$ cat src/rtl/msi_dec_pkg.sv
package msi_dec_pkg;
  localparam int unsigned NUM_VEC  = 64;
  localparam int unsigned REG_W    = 32;
  localparam int unsigned OFF_W    = 12;
  localparam int unsigned MADDR_W  = 64;

  localparam logic [OFF_W-1:0] OFF_CTRL    = 12'h148;
  localparam logic [OFF_W-1:0] OFF_BASE_HI = 12'h14C;
  localparam logic [OFF_W-1:0] OFF_BASE_LO = 12'h150;
  localparam logic [OFF_W-1:0] OFF_STAT0   = 12'h170;

  typedef struct packed {
    logic               en;
    logic [MADDR_W-1:0] base;
  } msi_cfg_t;
endpackage

$ cat src/rtl/msi_cfg_regs.sv
module msi_cfg_regs
  import msi_dec_pkg::*;
#(
  parameter int unsigned RW = REG_W,
  parameter int unsigned AW = OFF_W
) (
  input  logic          clk_i,
  input  logic          rst_ni,
  input  logic          we_i,
  input  logic [AW-1:0] addr_i,
  input  logic [RW-1:0] wdata_i,
  output msi_cfg_t      cfg_o
);
  logic          en_q;
  logic [RW-1:0] hi_q, lo_q;

  always_ff @(posedge clk_i or negedge rst_ni) begin
    if (!rst_ni) begin
      en_q <= 1'b0;
      hi_q <= '0;
      lo_q <= '0;
    end else if (we_i) begin
      if (addr_i == OFF_CTRL)    en_q <= wdata_i[0];
      if (addr_i == OFF_BASE_HI) hi_q <= wdata_i;
      if (addr_i == OFF_BASE_LO) lo_q <= wdata_i;
    end
  end

  assign cfg_o.en   = en_q;
  assign cfg_o.base = {hi_q, lo_q};

  AST_CTRL_HOLD: assert property (@(posedge clk_i) disable iff (!rst_ni)
    !(we_i && addr_i == OFF_CTRL) |=> $stable(cfg_o.en));
endmodule

$ cat src/rtl/msi_match.sv
module msi_match
  import msi_dec_pkg::*;
#(
  parameter int unsigned NV = NUM_VEC,
  parameter int unsigned AW = MADDR_W,
  parameter int unsigned DW = REG_W
) (
  input  logic          clk_i,
  input  logic          rst_ni,
  input  logic          valid_i,
  input  logic [AW-1:0] addr_i,
  input  logic [DW-1:0] data_i,
  input  msi_cfg_t      cfg_i,
  output logic [NV-1:0] set_o
);
  localparam int unsigned IDX_W = $clog2(NV);
  localparam logic [DW-1:0] LIMIT = DW'(NV);

  logic            hit;
  logic [IDX_W-1:0] idx;

  assign idx = data_i[IDX_W-1:0];
  assign hit = valid_i && cfg_i.en && (addr_i == cfg_i.base) && (data_i < LIMIT);

  always_comb begin
    set_o = '0;
    if (hit) set_o[idx] = 1'b1;
  end

  AST_ONE_VECTOR: assert property (@(posedge clk_i) disable iff (!rst_ni)
    $onehot0(set_o));
  AST_DATA_RANGE: assert property (@(posedge clk_i) disable iff (!rst_ni)
    (data_i >= LIMIT) |-> (set_o == '0));
  AST_ADDR_MISS: assert property (@(posedge clk_i) disable iff (!rst_ni)
    (addr_i != cfg_i.base) |-> (set_o == '0));
  AST_BRIDGE_OFF: assert property (@(posedge clk_i) disable iff (!rst_ni)
    !cfg_i.en |-> (set_o == '0));
endmodule

$ cat src/rtl/msi_bank.sv
module msi_bank #(
  parameter int unsigned W = 32
) (
  input  logic         clk_i,
  input  logic         rst_ni,
  input  logic [W-1:0] set_i,
  input  logic [W-1:0] clr_i,
  input  logic         mask_we_i,
  input  logic [W-1:0] mask_wdata_i,
  output logic [W-1:0] stat_o,
  output logic [W-1:0] mask_o,
  output logic         irq_o
);
  logic [W-1:0] stat_q, mask_q;

  always_ff @(posedge clk_i or negedge rst_ni) begin
    if (!rst_ni) begin
      stat_q <= '0;
      mask_q <= '0;
    end else begin
      // new arrival beats a same-cycle clear
      stat_q <= (stat_q & ~clr_i) | set_i;
      if (mask_we_i) mask_q <= mask_wdata_i;
    end
  end

  assign stat_o = stat_q;
  assign mask_o = mask_q;
  assign irq_o  = |(stat_q & mask_q);

  AST_SET_STICKS: assert property (@(posedge clk_i) disable iff (!rst_ni)
    (set_i != '0) |=> ((stat_q & $past(set_i)) == $past(set_i)));
  AST_W1C: assert property (@(posedge clk_i) disable iff (!rst_ni)
    (clr_i != '0) |=> ((stat_q & $past(clr_i & ~set_i)) == '0));
  AST_STAT_HOLD: assert property (@(posedge clk_i) disable iff (!rst_ni)
    (set_i == '0 && clr_i == '0) |=> $stable(stat_q));
  AST_MASKED_QUIET: assert property (@(posedge clk_i) disable iff (!rst_ni)
    (mask_q == '0) |-> !irq_o);
endmodule

$ cat src/rtl/msi_vec_decoder.sv
module msi_vec_decoder
  import msi_dec_pkg::*;
#(
  parameter int unsigned NV = NUM_VEC,
  parameter int unsigned RW = REG_W,
  parameter int unsigned AW = OFF_W,
  parameter int unsigned MW = MADDR_W
) (
  input  logic                 clk_i,
  input  logic                 rst_ni,
  input  logic                 msg_valid_i,
  input  logic [MW-1:0]        msg_addr_i,
  input  logic [RW-1:0]        msg_data_i,
  input  logic                 reg_we_i,
  input  logic [AW-1:0]        reg_addr_i,
  input  logic [RW-1:0]        reg_wdata_i,
  output logic [RW-1:0]        reg_rdata_o,
  output logic [NV/RW-1:0]     irq_o
);
  localparam int unsigned NB = NV / RW;
  localparam logic [AW-1:0] OFF_MASK0 = OFF_STAT0 + AW'(4 * NB);

  msi_cfg_t      cfg;
  logic [NV-1:0] set_vec;
  logic [RW-1:0] stat [NB];
  logic [RW-1:0] mask [NB];

  msi_cfg_regs #(.RW(RW), .AW(AW)) u_cfg (
    .clk_i  (clk_i),
    .rst_ni (rst_ni),
    .we_i   (reg_we_i),
    .addr_i (reg_addr_i),
    .wdata_i(reg_wdata_i),
    .cfg_o  (cfg)
  );

  msi_match #(.NV(NV), .AW(MW), .DW(RW)) u_match (
    .clk_i  (clk_i),
    .rst_ni (rst_ni),
    .valid_i(msg_valid_i),
    .addr_i (msg_addr_i),
    .data_i (msg_data_i),
    .cfg_i  (cfg),
    .set_o  (set_vec)
  );

  for (genvar k = 0; k < NB; k++) begin : g_bank
    localparam logic [AW-1:0] STAT_OFF = OFF_STAT0 + AW'(4 * k);
    localparam logic [AW-1:0] MASK_OFF = OFF_MASK0 + AW'(4 * k);
    logic [RW-1:0] clr;
    assign clr = (reg_we_i && reg_addr_i == STAT_OFF) ? reg_wdata_i : '0;

    msi_bank #(.W(RW)) u_bank (
      .clk_i       (clk_i),
      .rst_ni      (rst_ni),
      .set_i       (set_vec[k*RW +: RW]),
      .clr_i       (clr),
      .mask_we_i   (reg_we_i && reg_addr_i == MASK_OFF),
      .mask_wdata_i(reg_wdata_i),
      .stat_o      (stat[k]),
      .mask_o      (mask[k]),
      .irq_o       (irq_o[k])
    );
  end

  always_comb begin
    reg_rdata_o = '0;
    unique case (reg_addr_i)
      OFF_CTRL:    reg_rdata_o = {{(RW-1){1'b0}}, cfg.en};
      OFF_BASE_HI: reg_rdata_o = cfg.base[MW-1 -: RW];
      OFF_BASE_LO: reg_rdata_o = cfg.base[RW-1:0];
      default: begin
        for (int k = 0; k < NB; k++) begin
          if (reg_addr_i == OFF_STAT0 + AW'(4 * k)) reg_rdata_o = stat[k];
          if (reg_addr_i == OFF_MASK0 + AW'(4 * k)) reg_rdata_o = mask[k];
        end
      end
    endcase
  end

  AST_IDLE_AFTER_RESET: assert property (@(posedge clk_i) disable iff (!rst_ni)
    $rose(rst_ni) |-> (irq_o == '0));
endmodule

$ cat config.mk
export PLATFORM = sky130hd
export DESIGN_NAME = msi_vec_decoder
export DESIGN_NICKNAME = d
export VERILOG_FILES = /design/src/rtl/msi_dec_pkg.sv /design/src/rtl/msi_cfg_regs.sv /design/src/rtl/msi_match.sv /design/src/rtl/msi_bank.sv /design/src/rtl/msi_vec_decoder.sv
export SDC_FILE = /design/constraint.sdc
export NUM_CORES = 1
export LEC_CHECK = 0
export BUFFER_PORTS_ARGS = -buffer_cell sky130_fd_sc_hd__buf_2
export CORE_MARGIN = 8
export CORE_UTILIZATION = 26
export DETAILED_ROUTE_END_ITERATION = 16
export PLACE_DENSITY = 0.48
export SYNTH_ARGS = -nofsm -noshare
export SYNTH_HDL_FRONTEND = slang
export SYNTH_HIERARCHICAL = 1
export SYNTH_SLANG_ARGS = --single-unit
$ cat constraint.sdc
create_clock -name clk_i -period 5.45 [get_ports clk_i]
set_input_delay 0 -clock clk_i [delete_from_list [all_inputs] [get_ports clk_i]]
set_output_delay 0 -clock clk_i [all_outputs]
set_load 0.1 [all_outputs]
; ---- Word level (Yosys, flattened, before mapping)
; Cells that the tools add are included.
; W data, S select, Z words.
[word_totals]
word_cells = 49
input_bits = 144
reg_bits = 193
out_inout_bits = 34
[op_classes]
n_lt_le_gt_ge = 3
n_eq_ne = 8
n_reduce_logical = 13
bitwise_logic = 8
muxes = 10
[ops]
columns = op, n
row1 = $mux W32, 6
row2 = $and A32 B32 Y32, 4
row3 = $pmux W32 S3, 1
row4 = $eq A12 B9 Y1 const B, 7
row5 = $eq A64 B64 Y1, 1
row6 = $mux W64, 1
row7 = $not A32 Y32, 2
row8 = $or A32 B32 Y32, 2
row9 = $reduce_or A32 Y1, 2
row10 = $lt A32 B7 Y1 const B, 1
row11 = $logic_and A1 B1 Y1, 8
row12 = $lt A6 B7 Y1 const B, 1
row13 = $demux W1 S6, 1
row14 = $ge A6 B1 Y1 const B, 1
row15 = $reduce_and A2 Y1, 3
row16 = $mux W1, 1

; ---- Logic depth before layout (Yosys ltp)
; Gate-level depths: netlist (run 1).
[depth]
depth_word = 6
ltp_mapped = 8
mapped_depth_nobuf = 6

; ---- By module
; Netlist (run 1), hierarchy kept.
[by_module_without_submodules]
columns = mod, seq_area_each_um2, area_each_um2, cells_each, instances
row1 = msi_bank, 1601.5, 2503.7, 185, 2
row2 = msi_cfg_regs, 1626.6, 2677.6, 146, 1
row3 = msi_vec_decoder, 0.0, 1889.3, 315, 1
row4 = msi_match, 0.0, 1575.3, 202, 1

; ---- Worst setup path after synthesis (run 1)
; OpenSTA, ideal clock, no wires.
[synth_path]
path_kind = input-to-output
startpoint = input port reg_addr_i[2]
endpoint = output port reg_rdata_o[10]
path_buffers = 3
path_slack_ns = 2.959
t_required_ns = 5.450
path_stages = 7
t_arrival_ns = 2.491
cell_sequence = buf_2 > buf_2 > nand2_1 > nor3_1 > clkbuf_1 > a22oi_1 > a21oi_1
[synth_via]
elab_chain_len = 6
elab_cells_between_ends = 12
classes_between = eq/ne: 7 / mux: 5
[synth_lines]
columns = item, line
row1 = from (decl), msi_vec_decoder.sv:15  ; input logic [AW-1:0] reg_addr_i,
row2 = $eq A12 B9 Y1, msi_vec_decoder.sv:74  ; if (reg_addr_i == OFF_STAT0 + AW'(4 * k)) reg_rdata_o = stat[k];
row3 = $mux W32, msi_vec_decoder.sv:74
row4 = $mux W32, msi_vec_decoder.sv:75  ; if (reg_addr_i == OFF_MASK0 + AW'(4 * k)) reg_rdata_o = mask[k];
row5 = $mux W32, msi_vec_decoder.sv:74
row6 = $mux W32, msi_vec_decoder.sv:75
row7 = $pmux W32 S3 (*), msi_vec_decoder.sv:68  ; unique case (reg_addr_i)
row8 = to (decl), msi_vec_decoder.sv:17  ; output logic [RW-1:0] reg_rdata_o,
; Every way passes the cells marked *; elsewhere a longest branch is shown, timed or not.

; ---- Worst setup path in the final report (run 1)
[layout_path]
startpoint = input port reg_addr_i[2]
endpoint = output port reg_rdata_o[24]
; The elaborated chain is that of the path after synthesis.

==> run metrics, run 1 <==
PwrDens=227.2 nW/um^2; CTS tree=done; Die Wd=about 220 um; Final Hold Vio Count=0; TritonRoute pass-1 iters=5; post-synthesis sequential area ratio=between 40% and 50%; wl on met1=roughly 19000 um; Final Skew=0.01537 ns; CP arrival=between 2 and 3 ns; WL met3=between 2000 and 3000 um; Max Clk Rate=359.1 MHz; Vias/cell=between 5 and 6; setup violators final=0; I/O pin cnt=around 180; Critical Path Start Type=primary input; max-slew violation count=0; worst skew pair latency=approximately 0.45 ns; final core area utilization=31.21%; hold slack=between 0.05 and 0.06 ns; Highest Signal Layer=met5; drt wl/cell=about 24 um; I/O Buffers=~180; # rows=76; Area growth, synth to finish=19.50%; Max VDD drop=around 0.00016 V; Routed WL=42930 um; Max-slew headroom=28.40%; Switching Share=27.26%; FF+latch count, synth=roughly 190; Via Count=between 9000 and 10000; CTS Root Cell=clkbuf_16; area of the multi-input gates=around 5700 um^2; P_sw=0.8253 mW; Synth Net Count=1177; DP HPWL=around 30000 um; CP Capture Type=primary output; clock buffer depth=2; power share of the clock group=42.6%; Total Nets Final=around 1300; Overall Global Routing Usage=around 17%; vias in the first global route=slightly above 9000; Internal Dissipation=about 2.2 mW; fillers=between 4000 and 5000; slew at the pin closest to its max-slew limit=between 1 and 1.5 ns; Hold Path Class=in -> reg; core area=between 40000 and 50000 um^2; Synth top area share=between 40% and 50%; final instance area=approximately 13000 um^2; fin cells=approximately 1800; CP Max Fanout=between 60 and 70; synthesized netlist cell count=roughly 1000; GRT overflow=0; Area contributors post-synth=dfrtp_1, mux2_2, mux2_4; dpl cell area=around 12000 um^2; clock slew seen by the registers of the worst setup and hold paths=around 0.070 ns; placed insts=1685; met2 WL=about 20000 um; CTS Buf Count=17; largest net degree at the start of global routing=between 70 and 80; min Tclk post-route=between 2 and 3 ns; routability cong.=0.8541; Post-CTS Setup Repair Bufs=0; critical path required time=5.45 ns; DRC viols=0; total number of yosys warnings=6; Final TNS setup=0 ns; Cell Area, Synth=11150 um^2; largest area contributor in the netlist=dfrtp_1; antenna violations before repair=5; CTS sink count=approximately 190; status=finished, final reports clean; unrepaired setup endpoints after global routing=no; number of DRC violations after detailed-routing iteration 0=758; Comb power frac=9.9%; Lkg Pwr=around 6.3 nW; Initial Util=a little over a quarter; Reg area=just under 5000 um^2; number of routed nets with antenna violations=0; number of H-tree levels=4; share of cells above drive strength 1=about a third; first-pass GRT wire length=approximately 64000 um; Setup CP Type=in -> out; die span in y=between 200 and 250 um; # Max-Cap Violations=0; final worst-path cycle share=~51%; Reg power frac=47.5%; Yosys cell types=43; mean post-synth cell area=about 11 um^2; die area=roughly 50000 um^2
[logic make-up after synthesis]
kind of cell    Yosys count  synth area share [%]
compound gates          253                 17.24
simple gates            245                 13.63
flops                   193                 43.32
buf+inv                 147                 6.273
mux                     131                 14.51
xor+xnor                 64                 5.027
[metal layers]
layer  global-route usage (%)  vias to the layer above
met4                    6.096                        6
met5                        0                        -
met2                    27.15                      299
met1                    22.29                     4632
li1                         -                     4126
met3                    4.058                       54
[cell usage after synthesis]
cell / n
nor4_1: 52
a22oi_2: 4
buf_6: 15
mux2_1: 4
xor2_1: 16
clkbuf_1: 37
mux2_4: 35
nand4_4: 2
buf_4: 2
or4_1: 3
and2_1: 1
nand3_1: 6
nor4b_4: 1
a32oi_1: 1
and3b_1: 1
buf_2: 22
nand3b_1: 6
and4bb_2: 2
or3_1: 3
nor2b_1: 1
inv_1: 65
nor3_1: 1
nor4_2: 24
nand4_1: 24
a22oi_1: 59
a21oi_1: 31
nor4_4: 1
or3b_2: 4
mux4_2: 1
dfrtp_1: 193
a221o_1: 31
nand2_2: 1
buf_1: 6
o211ai_1: 31
mux2_2: 91
xnor2_1: 48
nand2_1: 36
o21a_1: 31
nor4b_1: 4
a21o_1: 64
nor2_1: 70
a2bb2oi_1: 1
nor3b_1: 2
[path summary, 6_finish.rpt]
kind	depth (start not counted)	endpoint	start	slack, ns
setup / recovery	7	reg_rdata_o[24]	reg_addr_i[2]	2.67
hold / removal	4	u_cfg/en_q	reg_addr_i[10]	0.05
setup reg to reg	7	g_bank[0].u_bank/stat_o[28]	u_cfg/lo_q[22]	2.71
hold reg to reg	1	g_bank[0].u_bank/stat_o[5]	g_bank[0].u_bank/stat_o[5]	0.52
max in group asynchronous	3	g_bank[1].u_bank/stat_o[13]	rst_ni	4.00
min in group asynchronous	2	g_bank[0].u_bank/stat_o[0]	rst_ni	0.10
[registers in the layout, indices dropped and copies added, names as in the netlist]
| register | count |
|---|---|
| g_bank.u_bank/mask_o | 64 |
| g_bank.u_bank/stat_o | 64 |
| u_cfg/hi_q | 32 |
| u_cfg/lo_q | 32 |
| u_cfg/en_q | 1 |
[per-stage QoR]
stage,setup slack [ns],total power [mW]
after global placement,2.677,1.748
after detailed placement,2.711,1.750
after global routing,2.547,3.131
after floorplan,2.959,1.577
final,2.665,3.027
after CTS,2.701,3.062
[critical path, stage by stage]
cell	delay (ns)
buf_2	0.17
buf_4	0.37
nor2_4	0.90
a221o_1	0.29
o211ai_1	0.22
a21oi_1	0.32
buf_2	0.49
[cells in the final DEF (no fill, tap or decap), types with 3 or more instances in the layout]
master / n
mux2_4: 35
nand3_1: 5
nand2_1: 36
inv_6: 3
nor4_2: 24
o21a_1: 31
o211ai_1: 31
dlygate4sd3_1: 34
a21o_1: 64
nor4_1: 52
nor2_1: 68
clkbuf_16: 17
buf_2: 176
inv_1: 65
mux2_2: 91
a22oi_1: 59
or3b_2: 4
a22oi_2: 4
a21oi_1: 31
a221o_1: 31
dfrtp_1: 193
buf_4: 11
clkinv_4: 5
inv_8: 3
mux2_1: 4
nand4_1: 24
xnor2_1: 48
nand3b_1: 6
xor2_1: 16
[power by group through the flow]
stage | logic, mW | clock network [mW] | registers [mW]
after global placement | 0.281 | 0 | 1.47
after detailed placement | 0.283 | 0 | 1.47
final | 0.300 | 1.29 | 1.44
after global routing | 0.324 | 1.37 | 1.44
after CTS | 0.303 | 1.32 | 1.44
after floorplan | 0.111 | 0 | 1.47
[what timing repair did]
| item | in CTS | in global routing |
|---|---|---|
| hold buffers | 34 | 0 |
| endpoints found under the hold margin | 211 | 0 |
| resized for setup | 0 | 0 |
[area by class of cell]
type,instances,share of cell area (%)
diodes,2,0.03756
well taps,546,5.127
clock inverters,14,1.099
multi-input cells,693,42.47
repair buffers,222,9.888
clock buffers,18,3.296
flip-flops and latches,193,36.25
inverters,65,1.831
Power figures use the tool's default switching activity.
==> run 2, diff against run 1 <==
Clock period 5.45 ns to 2.6 ns, I/O delays scaled along.
==> run metrics, run 2 (synthesized netlist as in run 1, its figures left out) <==
critical path launch point=g_bank[1].u_bank/mask_o[0]; antenna violations before repair=7 (+2); Final Hold Vio Count=0 (unchanged); unrepaired setup endpoints after global routing=no; critical path required time=2.60 ns (-2.85 ns); CTS tree=done; vias in the first global route=9388 (+1.3%); Post-CTS Setup Repair Bufs=0 (unchanged); Overall Global Routing Usage=17.42% (+0.38 points); Initial Util=26.11% (unchanged); worst skew pair latency=0.46 ns (about the same); reg2reg setup slack=0.17 ns (-2.54 ns); status=finished, final reports clean; hold slack=0.03033 ns (-0.01999 ns); Via Count=9165 (+0.53%); die span in y=223.1 um (unchanged); min Tclk post-route=2.503 ns; share of cells above drive strength 1=33.44% (+0.75 points); CP Capture Type=primary output; most common cell after layout, fill and taps aside=dfrtp_1; cell count of the worst reg-to-reg path=7 (unchanged); CTS Buf Count=17 (unchanged); Total Nets Final=1354 (+1.3%); largest net degree at the start of global routing=82 (+15%); DP HPWL=31520 um (+2.7%); Crit Reg-Reg Startpoint=u_cfg/hi_q[28]; Final Skew=0.02013 ns (+0.004766 ns); most frequent cells in the layout=dfrtp_1, buf_2, mux2_2; CTS Root Cell=clkbuf_16; CP arrival=2.50 ns (-0.28 ns); TritonRoute pass-1 iters=5 (unchanged); CTS sink count=193 (unchanged); clock slew seen by the registers of the worst setup and hold paths=0.07 ns (about the same); Setup WS post-layout=0.09707 ns (-2.568 ns); CP Max Fanout=3 (-95%); final core area utilization=31.85% (+0.64 points); Setup CP Type=reg -> out; # Max-Cap Violations=0 (unchanged); Die Wd=223.1 um (unchanged); total power=6.472 mW (+110%); core area=42700 um^2 (unchanged); max-slew violation count=0 (unchanged); Hold Path Class=in -> reg; routability cong.=0.8695 (+1.8%); Lkg Pwr=6.414 nW (+2.1%); Area growth, synth to finish=21.96%; I/O Buffers=177 (unchanged); Vias/cell=5.175 (-0.50%); die area=49760 um^2 (unchanged); GRT overflow=0 (unchanged); PwrDens=476.0 nW/um^2 (+110%); drt wl/cell=24.55 um (+0.25%); Max VDD drop=0.0004101 V (+160%); # rows=76 (unchanged); first-pass GRT wire length=65450 um (+2.7%); RR Endpoint=g_bank[1].u_bank/stat_o[29]; DRC viols=0 (unchanged); setup violators final=0 (unchanged); Max-slew headroom=35.76% (+7.4 points); number of DRC violations after detailed-routing iteration 0=862 (+14%); Final TNS setup=0 ns (unchanged); CP Capture Point=irq_o[1]; number of H-tree levels=4 (unchanged); clock buffer depth=2 (unchanged); slew at the pin closest to its max-slew limit=0.9635 ns (-0.1080 ns); Max Clk Rate=around 400 MHz; Routed WL=43480 um (+1.3%); final worst-path cycle share=between 90% and 100%; number of routed nets with antenna violations=0 (unchanged); I/O pin cnt=178 (unchanged); Critical Path Start Type=register; Post-Place Setup Slack=0.07986 ns (-2.631 ns)
run 2: cell types whose count changed in the layout (fill, tap and decap cells not counted), sizes merged:
cell | previous run | this run
bufinv | 1 | 3
inv | 71 | 65
clkbuf | 19 | 25
clkinv | 6 | 3
clkinvlp | 1 | 2
buf | 187 | 205
run 2: metrics by stage:
step / instance area [um^2] / instances
2_1_floorplan: 11150 / 1033
3_3_place_gp: 12630 / 1703
3_5_place_dp: 12630 / 1703
4_1_cts: 13580 / 1769
5_1_grt: 13600 / 1770
6_report: 13600 / 1771
run 2: what timing repair did:
action,in CTS,in global routing
resized for setup,0,2
hold buffers,34,0
endpoints found under the hold margin,243,0
endpoints found under the setup margin,0,36
run 2: where the power goes:
part / switching [mW] / total (mW) / internal [mW]
sequential: 0.00852 / 3.02 / 3.01
combinational: 0.411 / 0.655 / 0.243
clock: 1.21 / 2.80 / 1.59
run 2: final cells by class:
cell class	instances	area, um^2
fillers	4388	29100
multi-input cells	693	5662
flip-flops and latches	193	4830
repair buffers	240	1565
well taps	546	683.2
clock buffers	24	481.7
inverters	65	244.0
clock inverters	8	127.6
diodes	2	5.005
run 2: layer usage:
layer	track usage [%]	vias to the layer above	wire length [um]
li1	-	4166	-
met1	23.22	4638	19570
met2	27.70	296	20420
met3	3.611	55	2269
met4	6.096	10	1159
met5	0	-	57
run 2: how the worst min path moves through the flow:
stage,start,to,slack (ns),depth (start not counted)
finish,reg_addr_i[10],u_cfg/en_q,0.03,4
global route,reg_addr_i[10],u_cfg/en_q,0.04,4
CTS,reg_addr_i[10],u_cfg/en_q,0.01,4
detailed placement,rst_ni,g_bank[0].u_bank/mask_o[28],0.10,1
global placement,rst_ni,u_cfg/hi_q[28],0.12,1
floorplan,rst_ni,g_bank[0].u_bank/mask_o[0],-0.30,0
run 2: worst max-delay path, stage by stage, from the launching register on:
cell     delay (ns)
dfrtp_1        0.42
a22oi_1        0.39
nand4_1        0.30
or4_1          0.59
buf_2          0.35
==> run 3, diff against run 2 <==
Settings changed: CORE_MARGIN 8 to 10, GPL_TIMING_DRIVEN set to 0.
==> run metrics, run 3 (synthesized netlist as in run 1, its figures left out) <==
TritonRoute pass-1 iters=5 (unchanged); core area=42130 um^2 (-1.3%); critical path's largest stage delay=0.58 ns (about the same); fin cells=1809 (+2.1%); clock slew seen by the registers of the worst setup and hold paths=0.07 ns (about the same); final instance area=13790 um^2 (+1.4%); number of routed nets with antenna violations=0 (unchanged); total power=6.548 mW (+1.2%); Reg power frac=46.1% (-0.5 points); number of DRC violations after detailed-routing iteration 0=748 (-13%); most common cell after layout, fill and taps aside=dfrtp_1; reg2reg setup slack=0.08 ns (-0.09 ns); CTS Buf Count=17 (unchanged); unrepaired setup endpoints after global routing=no; Comb power frac=9.8% (-0.3 points); Overall Global Routing Usage=17.55% (+0.13 points); CP arrival=2.53 ns (+0.03 ns); Max-slew headroom=46.24% (+10 points); Final Skew=0.01277 ns (-0.007362 ns); I/O Buffers=171 (-3.4%); worst skew pair latency=0.44 ns (-0.02 ns); Max Clk Rate=394.9 MHz (-1.1%); vias in the first global route=9583 (+2.1%); routability cong.=0.8964 (+3.1%); DRC viols=0 (unchanged); final worst-path cycle share=97.38% (+1.1 points); largest net degree at the start of global routing=104 (+27%); CTS tree=done; setup violators final=0 (unchanged); max-slew violation count=0 (unchanged); slew at the pin closest to its max-slew limit=0.8043 ns (-0.1593 ns); CP Capture Point=irq_o[0]; I/O pin cnt=178 (unchanged); critical path required time=2.60 ns (about the same); # Max-Cap Violations=0 (unchanged); Crit Reg-Reg Startpoint=u_cfg/lo_q[22]; most frequent cells in the layout=dfrtp_1, buf_2, mux2_2; CTS Root Cell=clkbuf_16; Total Nets Final=1402 (+3.5%); fillers=4325 (-1.4%); status=finished, final reports clean; Via Count=9226 (+0.67%); Switching Share=24.36% (-0.78 points); antenna fix cells=0 (-2); crit path cell chain=a22oi_1 > nand4_1 > or4_1 > buf_2; Final Hold Vio Count=0 (unchanged); CP Capture Type=primary output; critical path launch point=g_bank[0].u_bank/stat_o[22]; first-pass GRT wire length=66290 um (+1.3%); antenna violations before repair=2 (-5); Vias/cell=5.100 (-1.4%); share of cells above drive strength 1=33.15% (-0.29 points); RR Endpoint=g_bank[0].u_bank/stat_o[10]; drt wl/cell=25.15 um (+2.4%); die area=51570 um^2 (+3.6%); CP max stage cell=or4_1; Area growth, synth to finish=23.64%; clock buffer depth=2 (unchanged); Die Wd=227.1 um (+1.8%); DP HPWL=36770 um (+17%); placed insts=1744 (+2.4%); cell count of the worst reg-to-reg path=7 (unchanged); number of H-tree levels=4 (unchanged); power share of the clock group=44.1% (+0.8 points); min Tclk post-route=2.532 ns (+0.02907 ns); PwrDens=475.0 nW/um^2 (-0.20%); Initial Util=26.46% (+0.35 points); CP Max Fanout=3 (unchanged); Max VDD drop=0.0004486 V (+9.4%); P_sw=1.595 mW (-1.9%); dpl cell area=12720 um^2 (+0.68%); GRT overflow=0 (unchanged); Hold Path Class=in -> reg; die span in y=227.1 um (+1.8%); Routed WL=45490 um (+4.6%); Setup CP Type=reg -> out; Internal Dissipation=4.953 mW (+2.2%); Critical Path Start Type=register; Final TNS setup=0 ns (unchanged); CTS sink count=193 (unchanged); Lkg Pwr=6.493 nW (+1.2%); # rows=75 (-1.3%)
run 3: cell count changes in the layout (fill, tap and decap cells not counted), sizes merged:
| cell | previous run | this run |
|---|---|---|
| diode | 2 | 0 |
| buf | 205 | 217 |
| bufinv | 3 | 4 |
| clkbuf | 25 | 59 |
run 3: cell type report:
| class | instances | area, um^2 | area share [%] |
|---|---|---|---|
| buffer | 82 | 456.7 | 3.313 |
| clock inverter | 9 | 153.9 | 1.116 |
| tap | 539 | 674.4 | 4.892 |
| timing repair buffer | 206 | 1234 | 8.949 |
| inverter | 65 | 244.0 | 1.770 |
| clock buffer | 22 | 484.2 | 3.512 |
| multi-input combinational | 693 | 5709 | 41.41 |
| sequential | 193 | 4830 | 35.03 |
run 3: what timing repair did:
| action | CTS | global route |
|---|---|---|
| cloned | 0 | 0 |
| gates resized for setup | 9 | 6 |
| pin swaps | 1 | 0 |
| hold endpoints to repair | 221 | 0 |
| setup endpoints to repair | 92 | 9 |
| buffers inserted | 0 | 0 |
| hold buffers | 34 | 0 |
run 3: worst min path at each step:
stage                    startpoint                           to  slack, ns  cells after the start
CTS                   reg_addr_i[9]                   u_cfg/en_q       0.02                      4
global placement    reg_wdata_i[15]               u_cfg/lo_q[15]       0.34                      2
detailed placement           rst_ni  g_bank[1].u_bank/stat_o[28]       0.07                      1
floorplan                    rst_ni   g_bank[0].u_bank/mask_o[0]      -0.30                      0
global route          reg_addr_i[9]                   u_cfg/en_q       0.03                      4
finish                reg_addr_i[9]                   u_cfg/en_q       0.03                      4
run 3: power by group through the flow:
| stage | Sequential [mW] | Combinational (mW) | Clock, mW |
|---|---|---|---|
| finish | 3.02 | 0.642 | 2.89 |
| global route | 3.02 | 0.691 | 3.06 |
| CTS | 3.02 | 0.644 | 2.95 |
| detailed placement | 3.08 | 0.597 | 0 |
| global placement | 3.08 | 0.585 | 0 |
| floorplan | 3.07 | 0.233 | 0 |
run 3: worst max-delay path, delay by kind of cell, from the launching register on:
kind / cells / cell delay, ns
buf+inv: 1 / 0.36
compound gates: 1 / 0.47
simple gates: 2 / 0.81
flops: 1 / 0.45
run 3: metrics by stage:
stage / hold slack, ns / setup slack [ns] / utilization, %
after floorplan: -0.2956 / 0.1089 / -
after global placement: 0.3431 / -2.067 / 30.09
after detailed placement: 0.07033 / -0.4142 / 30.18
after CTS: 0.02166 / 0.03022 / 32.63
after global routing: 0.03431 / 0.007450 / 32.72
final: 0.03058 / 0.06800 / 32.72
run 3: layer usage:
| layer | global-route usage (%) | routed length (um) | up-vias | part of all wire [%] |
|---|---|---|---|---|
| li1 | - | - | 4257 | - |
| met1 | 22.75 | 20210 | 4650 | 44 |
| met2 | 29.16 | 21910 | 278 | 48 |
| met3 | 3.191 | 2338 | 39 | 5.1 |
| met4 | 5.310 | 1020 | 2 | 2.2 |
| met5 | 0 | 13 | - | 0.029 |
